===== src/rtl/rxagg_pkg.sv =====
package rxagg_pkg;

    typedef enum logic [1:0] {
        RSN_BYTES = 2'd0,
        RSN_TIMER = 2'd1,
        RSN_EOF   = 2'd2,
        RSN_COUNT = 2'd3
    } close_rsn_e;

    typedef struct packed {
        logic       fire;
        close_rsn_e rsn;
    } close_req_t;

    localparam int KB_SHIFT = 10;

    function automatic int cnt_width(input int kb_w, input int len_w);
        return ((kb_w + KB_SHIFT > len_w) ? kb_w + KB_SHIFT : len_w) + 1;
    endfunction

endpackage


===== src/rtl/rxagg_fill.sv =====
module rxagg_fill
    import rxagg_pkg::*;
#(
    parameter int LEN_W = 16,
    parameter int KB_W  = 6,
    parameter int PKT_W = 6
) (
    input  logic              clk,
    input  logic              rst,
    input  logic              cfg_aggr_en,
    input  logic              cfg_hard_mode,
    input  logic              cfg_eof_close,
    input  logic [KB_W-1:0]   cfg_limit_kb,
    input  logic [PKT_W-1:0]  cfg_pkt_limit,
    input  logic              pkt_valid,
    input  logic [LEN_W-1:0]  pkt_len,
    input  logic              pkt_eof,
    input  logic              close_any,
    output logic              pkt_accept,
    output logic              pkt_defer,
    output logic              has_data,
    output close_req_t        pkt_req
);
    localparam int CNT_W = cnt_width(KB_W, LEN_W);

    logic [CNT_W-1:0] byte_cnt;
    logic [PKT_W-1:0] pkt_cnt;
    logic [CNT_W-1:0] boundary;
    logic [CNT_W-1:0] sum;
    logic [PKT_W-1:0] pkt_nx;
    logic             hard_block;

    always_comb begin
        boundary   = CNT_W'(cfg_limit_kb) << KB_SHIFT;
        sum        = byte_cnt + CNT_W'(pkt_len);
        pkt_nx     = (&pkt_cnt) ? pkt_cnt : pkt_cnt + 1'b1;
        hard_block = pkt_valid && cfg_aggr_en && cfg_hard_mode && has_data && (sum > boundary);
        pkt_accept = pkt_valid && !hard_block;
        pkt_defer  = hard_block;
        pkt_req    = '{fire: 1'b0, rsn: RSN_BYTES};
        if (hard_block) begin
            pkt_req = '{fire: 1'b1, rsn: RSN_BYTES};
        end else if (pkt_accept) begin
            if (!cfg_aggr_en)
                pkt_req = '{fire: 1'b1, rsn: RSN_COUNT};
            else if (sum >= boundary)
                pkt_req = '{fire: 1'b1, rsn: RSN_BYTES};
            else if (cfg_eof_close && pkt_eof)
                pkt_req = '{fire: 1'b1, rsn: RSN_EOF};
            else if (cfg_pkt_limit != '0 && pkt_nx >= cfg_pkt_limit)
                pkt_req = '{fire: 1'b1, rsn: RSN_COUNT};
        end
    end

    assign has_data = (pkt_cnt != '0);

    always_ff @(posedge clk) begin
        if (rst || close_any) begin
            byte_cnt <= '0;
            pkt_cnt  <= '0;
        end else if (pkt_accept) begin
            byte_cnt <= sum;
            pkt_cnt  <= pkt_nx;
        end
    end

    // a packet is never both written and held back
    p_acc_def_excl_r3: assert property (@(posedge clk) disable iff (rst)
        !(pkt_accept && pkt_defer));

    // holding back needs hard mode and a non-empty buffer
    p_defer_hard_r3: assert property (@(posedge clk) disable iff (rst)
        pkt_defer |-> (cfg_hard_mode && cfg_aggr_en && $past(pkt_accept) || cfg_hard_mode && has_data));

    // an open buffer stays below its boundary between packets
    p_open_below_r12: assert property (@(posedge clk) disable iff (rst)
        (has_data && cfg_aggr_en) |-> (byte_cnt < boundary));
endmodule


===== src/rtl/rxagg_timer.sv =====
module rxagg_timer #(
    parameter int TIME_W = 8
) (
    input  logic              clk,
    input  logic              rst,
    input  logic              cfg_aggr_en,
    input  logic [TIME_W-1:0] cfg_time_limit,
    input  logic              cfg_tick_sel,
    input  logic              tick_100us,
    input  logic              tick_1ms,
    input  logic              has_data,
    input  logic              close_any,
    output logic              timeout
);
    logic [TIME_W-1:0] tmr;
    logic              tick;
    logic              run;

    always_comb begin
        tick    = cfg_tick_sel ? tick_1ms : tick_100us;
        run     = cfg_aggr_en && (cfg_time_limit != '0) && has_data;
        timeout = run && tick && (tmr == cfg_time_limit - 1'b1);
    end

    always_ff @(posedge clk) begin
        if (rst || close_any)
            tmr <= '0;
        else if (run && tick)
            tmr <= tmr + 1'b1;
    end

    // timer idle while the buffer is empty
    p_timer_idle_r12: assert property (@(posedge clk) disable iff (rst)
        !has_data |-> (tmr == '0));

    // the count never reaches the limit without closing
    p_timer_bound_r5: assert property (@(posedge clk) disable iff (rst)
        (cfg_time_limit != '0) |-> (tmr < cfg_time_limit));
endmodule


===== src/rtl/rxagg_arb.sv =====
module rxagg_arb
    import rxagg_pkg::*;
(
    input  logic       clk,
    input  logic       rst,
    input  close_req_t pkt_req,
    input  logic       timeout,
    output logic       close_any,
    output logic       close_pulse,
    output logic [1:0] close_reason
);
    close_rsn_e rsn_nx;

    always_comb begin
        close_any = pkt_req.fire || timeout;
        rsn_nx    = pkt_req.fire ? pkt_req.rsn : RSN_TIMER;
    end

    always_ff @(posedge clk) begin
        if (rst) begin
            close_pulse  <= 1'b0;
            close_reason <= 2'd0;
        end else begin
            close_pulse  <= close_any;
            close_reason <= close_any ? rsn_nx : 2'd0;
        end
    end

    // a packet-driven cause always beats the timer
    p_pkt_wins_r11: assert property (@(posedge clk) disable iff (rst)
        (pkt_req.fire && timeout) |=> (close_pulse && close_reason != 2'd1));
endmodule


===== src/rtl/rxagg_window.sv =====
module rxagg_window
    import rxagg_pkg::*;
#(
    parameter int LEN_W  = 16,
    parameter int KB_W   = 6,
    parameter int TIME_W = 8,
    parameter int PKT_W  = 6
) (
    input  logic              clk,
    input  logic              rst,
    input  logic              cfg_aggr_en,
    input  logic              cfg_hard_mode,
    input  logic              cfg_eof_close,
    input  logic [KB_W-1:0]   cfg_limit_kb,
    input  logic [TIME_W-1:0] cfg_time_limit,
    input  logic              cfg_tick_sel,
    input  logic [PKT_W-1:0]  cfg_pkt_limit,
    input  logic              tick_100us,
    input  logic              tick_1ms,
    input  logic              pkt_valid,
    input  logic [LEN_W-1:0]  pkt_len,
    input  logic              pkt_eof,
    output logic              pkt_accept,
    output logic              pkt_defer,
    output logic              close_pulse,
    output logic [1:0]        close_reason
);
    close_req_t pkt_req;
    logic       has_data;
    logic       timeout;
    logic       close_any;

    rxagg_fill #(.LEN_W(LEN_W), .KB_W(KB_W), .PKT_W(PKT_W)) u_fill (
        .clk(clk), .rst(rst),
        .cfg_aggr_en(cfg_aggr_en), .cfg_hard_mode(cfg_hard_mode),
        .cfg_eof_close(cfg_eof_close), .cfg_limit_kb(cfg_limit_kb),
        .cfg_pkt_limit(cfg_pkt_limit),
        .pkt_valid(pkt_valid), .pkt_len(pkt_len), .pkt_eof(pkt_eof),
        .close_any(close_any),
        .pkt_accept(pkt_accept), .pkt_defer(pkt_defer),
        .has_data(has_data), .pkt_req(pkt_req)
    );

    rxagg_timer #(.TIME_W(TIME_W)) u_timer (
        .clk(clk), .rst(rst),
        .cfg_aggr_en(cfg_aggr_en), .cfg_time_limit(cfg_time_limit),
        .cfg_tick_sel(cfg_tick_sel),
        .tick_100us(tick_100us), .tick_1ms(tick_1ms),
        .has_data(has_data), .close_any(close_any),
        .timeout(timeout)
    );

    rxagg_arb u_arb (
        .clk(clk), .rst(rst),
        .pkt_req(pkt_req), .timeout(timeout),
        .close_any(close_any),
        .close_pulse(close_pulse), .close_reason(close_reason)
    );

    // a held-back packet is followed by a byte-boundary close
    p_defer_closes_r3: assert property (@(posedge clk) disable iff (rst)
        pkt_defer |=> (close_pulse && close_reason == 2'd0));

    // without aggregation each packet closes its own buffer
    p_single_pkt_r10: assert property (@(posedge clk) disable iff (rst)
        (pkt_valid && !cfg_aggr_en) |=> (close_pulse && close_reason == 2'd3));

    // a close always has a packet or a tick behind it
    p_close_cause_r1: assert property (@(posedge clk) disable iff (rst)
        $rose(close_pulse) |-> $past(pkt_valid || tick_100us || tick_1ms));
endmodule


===== config.mk =====
export PLATFORM = sky130hd
export DESIGN_NAME = rxagg_window
export DESIGN_NICKNAME = d
export VERILOG_FILES = /design/src/rtl/rxagg_pkg.sv /design/src/rtl/rxagg_fill.sv /design/src/rtl/rxagg_timer.sv /design/src/rtl/rxagg_arb.sv /design/src/rtl/rxagg_window.sv
export SDC_FILE = /design/constraint.sdc
export NUM_CORES = 1
export LEC_CHECK = 0
export BUFFER_PORTS_ARGS = -buffer_cell sky130_fd_sc_hd__buf_2
export CAP_MARGIN = 20
export CORE_UTILIZATION = 45
export CTS_BUF_LIST = sky130_fd_sc_hd__clkbuf_4 sky130_fd_sc_hd__clkbuf_8 sky130_fd_sc_hd__clkbuf_16
export CTS_CLUSTER_SIZE = 16
export DETAILED_ROUTE_END_ITERATION = 10
export GPL_ROUTABILITY_DRIVEN = 0
export PLACE_DENSITY = 0.68
export SLEW_MARGIN = 20
export SYNTH_ARGS = -nofsm -noshare
export SYNTH_HDL_FRONTEND = slang
export SYNTH_SLANG_ARGS = --single-unit

===== constraint.sdc =====
create_clock -name clk -period 7.6 [get_ports clk]
set_clock_uncertainty 0.05 [all_clocks]
set_input_delay 1.9 -clock clk [delete_from_list [all_inputs] [get_ports clk]]
set_output_delay 1.9 -clock clk [all_outputs]
set_load 0.02 [all_outputs]

==> metrics.txt <==
pin count of the biggest net entering global routing 31; met3 GRT Util 5.51%; placement row count 29; worst hold path class reg2reg; Tcrit/Tclk final about 97%; Routed WL 8.19 mm; syn avg cell area a little over 8 sq um; drt first pass iters 7; worst vdd ir 0.0896 mV; Initial Util approximately 47%; share of the synthesized area in the top cell type roughly 22%; run status finished with violations; final worst slack roughly 0.20 ns; violated checks DRC; Min Hold Slack 0.445 ns; top_reg_cell synth dfxtp_1; synthesized area 3060 sq um; Place WS -0.0420 ns; Static Leakage around 1.6 nW; num ports 51; Seq cells post-synth 34; Syn Inst Count ~370; antenna-violating nets left 0; Ant. Diodes 0; DP HPWL between 5 and 6 mm; via count approximately 3,100; total congestion overflow 0; Core Footprint 6460 sq um; placed cell area about 3400 sq um; Die Ht around 84 um; Tmin final around 7.4 ns; Net count, final about 500; met1 Use GR between 30% and 40%; GR Layer Usage met2 a little under two fifths; Post-Layout Cell Count 498; CTS Buf Count 5; Slew @ Worst Pin 0.829 ns; Max clock buf depth 2; share of layout cells above drive strength 1 between 20% and 30%; register area share after synthesis 22.2%; crit path max fanout 3; EDFF count, synth 0; Critical Path End Type output pin; Data required, critical path 5.65 ns; Setup CP Type in2out; 1st-iter DRT viols between 100 and 150; Slew headroom between 40 and 50%; die area roughly 7000 sq um; max-cap viol count 0; Finished Cell Area ~3600 sq um; IO buf count 50; H-tree lvl count 2; clk_lat worst skew about 0.29 ns; DRC errors left 4; CTS root buf clkbuf_8; Yosys cell types 55; vias per cell 6.15; crit path launch type input port; largest cells by area after synthesis dfxtp_1 (22%), ha_1 (13%), xnor2_1 (6.6%); vias in the first global route 2,858; fin util between 50% and 60%; Final Slew Violations 0; final setup vio count 0; global route hottest layer met2; total track usage about a quarter; drt wl/cell 16.4 um; Power, Total approximately 0.56 mW; Post-Place Cells 490; share of synthesized flip-flops with an asynchronous set or reset 0%; Pwr Density 155 nW/um^2; initial antenna violation count 0; Clk pin slew, worst setup/hold paths around 0.070 ns; Area Growth Syn to Fin 16.9%; crit path DAT ~5.5 ns; post-synth top area cell dfxtp_1; setup_tns 0 ns; clock sinks 34; CTS tree yes; Syn Nets between 400 and 500; Warnings, synthesis 0; fmax 135 MHz; Fill cells around 640; die width about 84 um; final hold vios 0; first-pass GRT wire length roughly 14 mm
-- power by group --
part / total [mW] / switching [mW] / internal, mW
Combinational: 0.190 / 0.107 / 0.0838
Sequential: 0.194 / 0.00645 / 0.188
Clock: 0.171 / 0.0666 / 0.105
-- layer usage --
layer	wire, um	up-vias
met5	0	-
met4	140	0
met3	396	15
met2	3910	82
met1	3740	1437
li1	-	1528
-- worst max-delay path, cell delays in order --
cell	delay, ns
buf_2	0.10
ha_1	0.33
and4_1	0.20
or2_2	0.29
o221ai_2	0.21
a21oi_1	0.14
a311oi_2	0.30
xnor2_1	0.13
ha_1	0.33
nand4_1	0.10
or3_1	0.37
or4_4	0.43
nor3_4	0.17
a211oi_2	0.12
nor3_2	0.16
buf_4	0.18
-- cell families after synthesis --
logic type                 Yosys count  synth area share, %
and+or+nand+nor                    112                 21.6
AOI/OAI and AO/OA                  104                 24.1
buffers and inverters               46                 5.89
xor gates and xnor gates            35                 10.0
adders and majority gates           34                 14.1
DFF                                 34                 22.2
muxes                                6                 2.00
-- sequential cells by signal (all words and copies together), names as in the netlist --
register            count
u_fill.byte_cnt        17
u_arb.close_reason      2
u_timer.tmr             8
u_arb.close_pulse       1
u_fill.pkt_cnt          6
-- cells in the final DEF (no fill, tap or decap), drive strengths merged, types with 13 or more instances in the layout --
cell / netlist / final
buf: 1 / 63
dfxtp: 34 / 34
ha: 33 / 33
inv: 26 / 26
nand4: 25 / 25
xnor2: 23 / 23
a211oi: 21 / 21
o31ai: 18 / 18
a21oi: 18 / 18
nor3: 16 / 16
nor2: 13 / 13
-- path summary, 6_finish.rpt --
check	startpoint	to	slack (ns)	cells past startpoint
setup / recovery	pkt_len[6]	pkt_accept	0.20	16
hold / removal	u_fill.byte_cnt[3]	u_fill.byte_cnt[3]	0.44	2
setup reg to reg	u_fill.byte_cnt[0]	u_fill.pkt_cnt[1]	2.67	18
hold reg to reg	u_fill.byte_cnt[3]	u_fill.byte_cnt[3]	0.44	2
-- repair_timing --
action                     in CTS  in global routing
setup endpoints to repair       1                  2
cloned                          0                  0
hold buffers                    0                  0
gates resized for setup         2                  7
setup buffers                   1                  0
pin swaps                       1                  7
-- cell usage after synthesis, types with 6 or more instances --
cell type	instances
xnor2_1	23
ha_1	33
nand2_1	10
o21ai_0	8
a211oi_1	20
nor2_1	13
a31oi_1	8
o21a_1	6
o31ai_1	18
and3_1	7
nand3_1	6
clkbuf_1	19
a21oi_1	18
nor3_1	15
xor2_1	12
dfxtp_1	34
nand4_1	25
nor4_1	9
inv_1	26
-- cell type report --
cell class                      count  area, sq um  share of cell area (%)
Multi-Input combinational cell    291         2240                    62.6
Inverter                           26         97.6                    2.73
Timing Repair Buffer               63          350                    9.79
Clock buffer                        6         82.6                    2.31
Tap cell                           77         96.3                    2.69
Clock inverter                      1         30.0                   0.839
Sequential cell                    34          681                    19.0
Note: power is estimated with default switching activity, not from simulation.
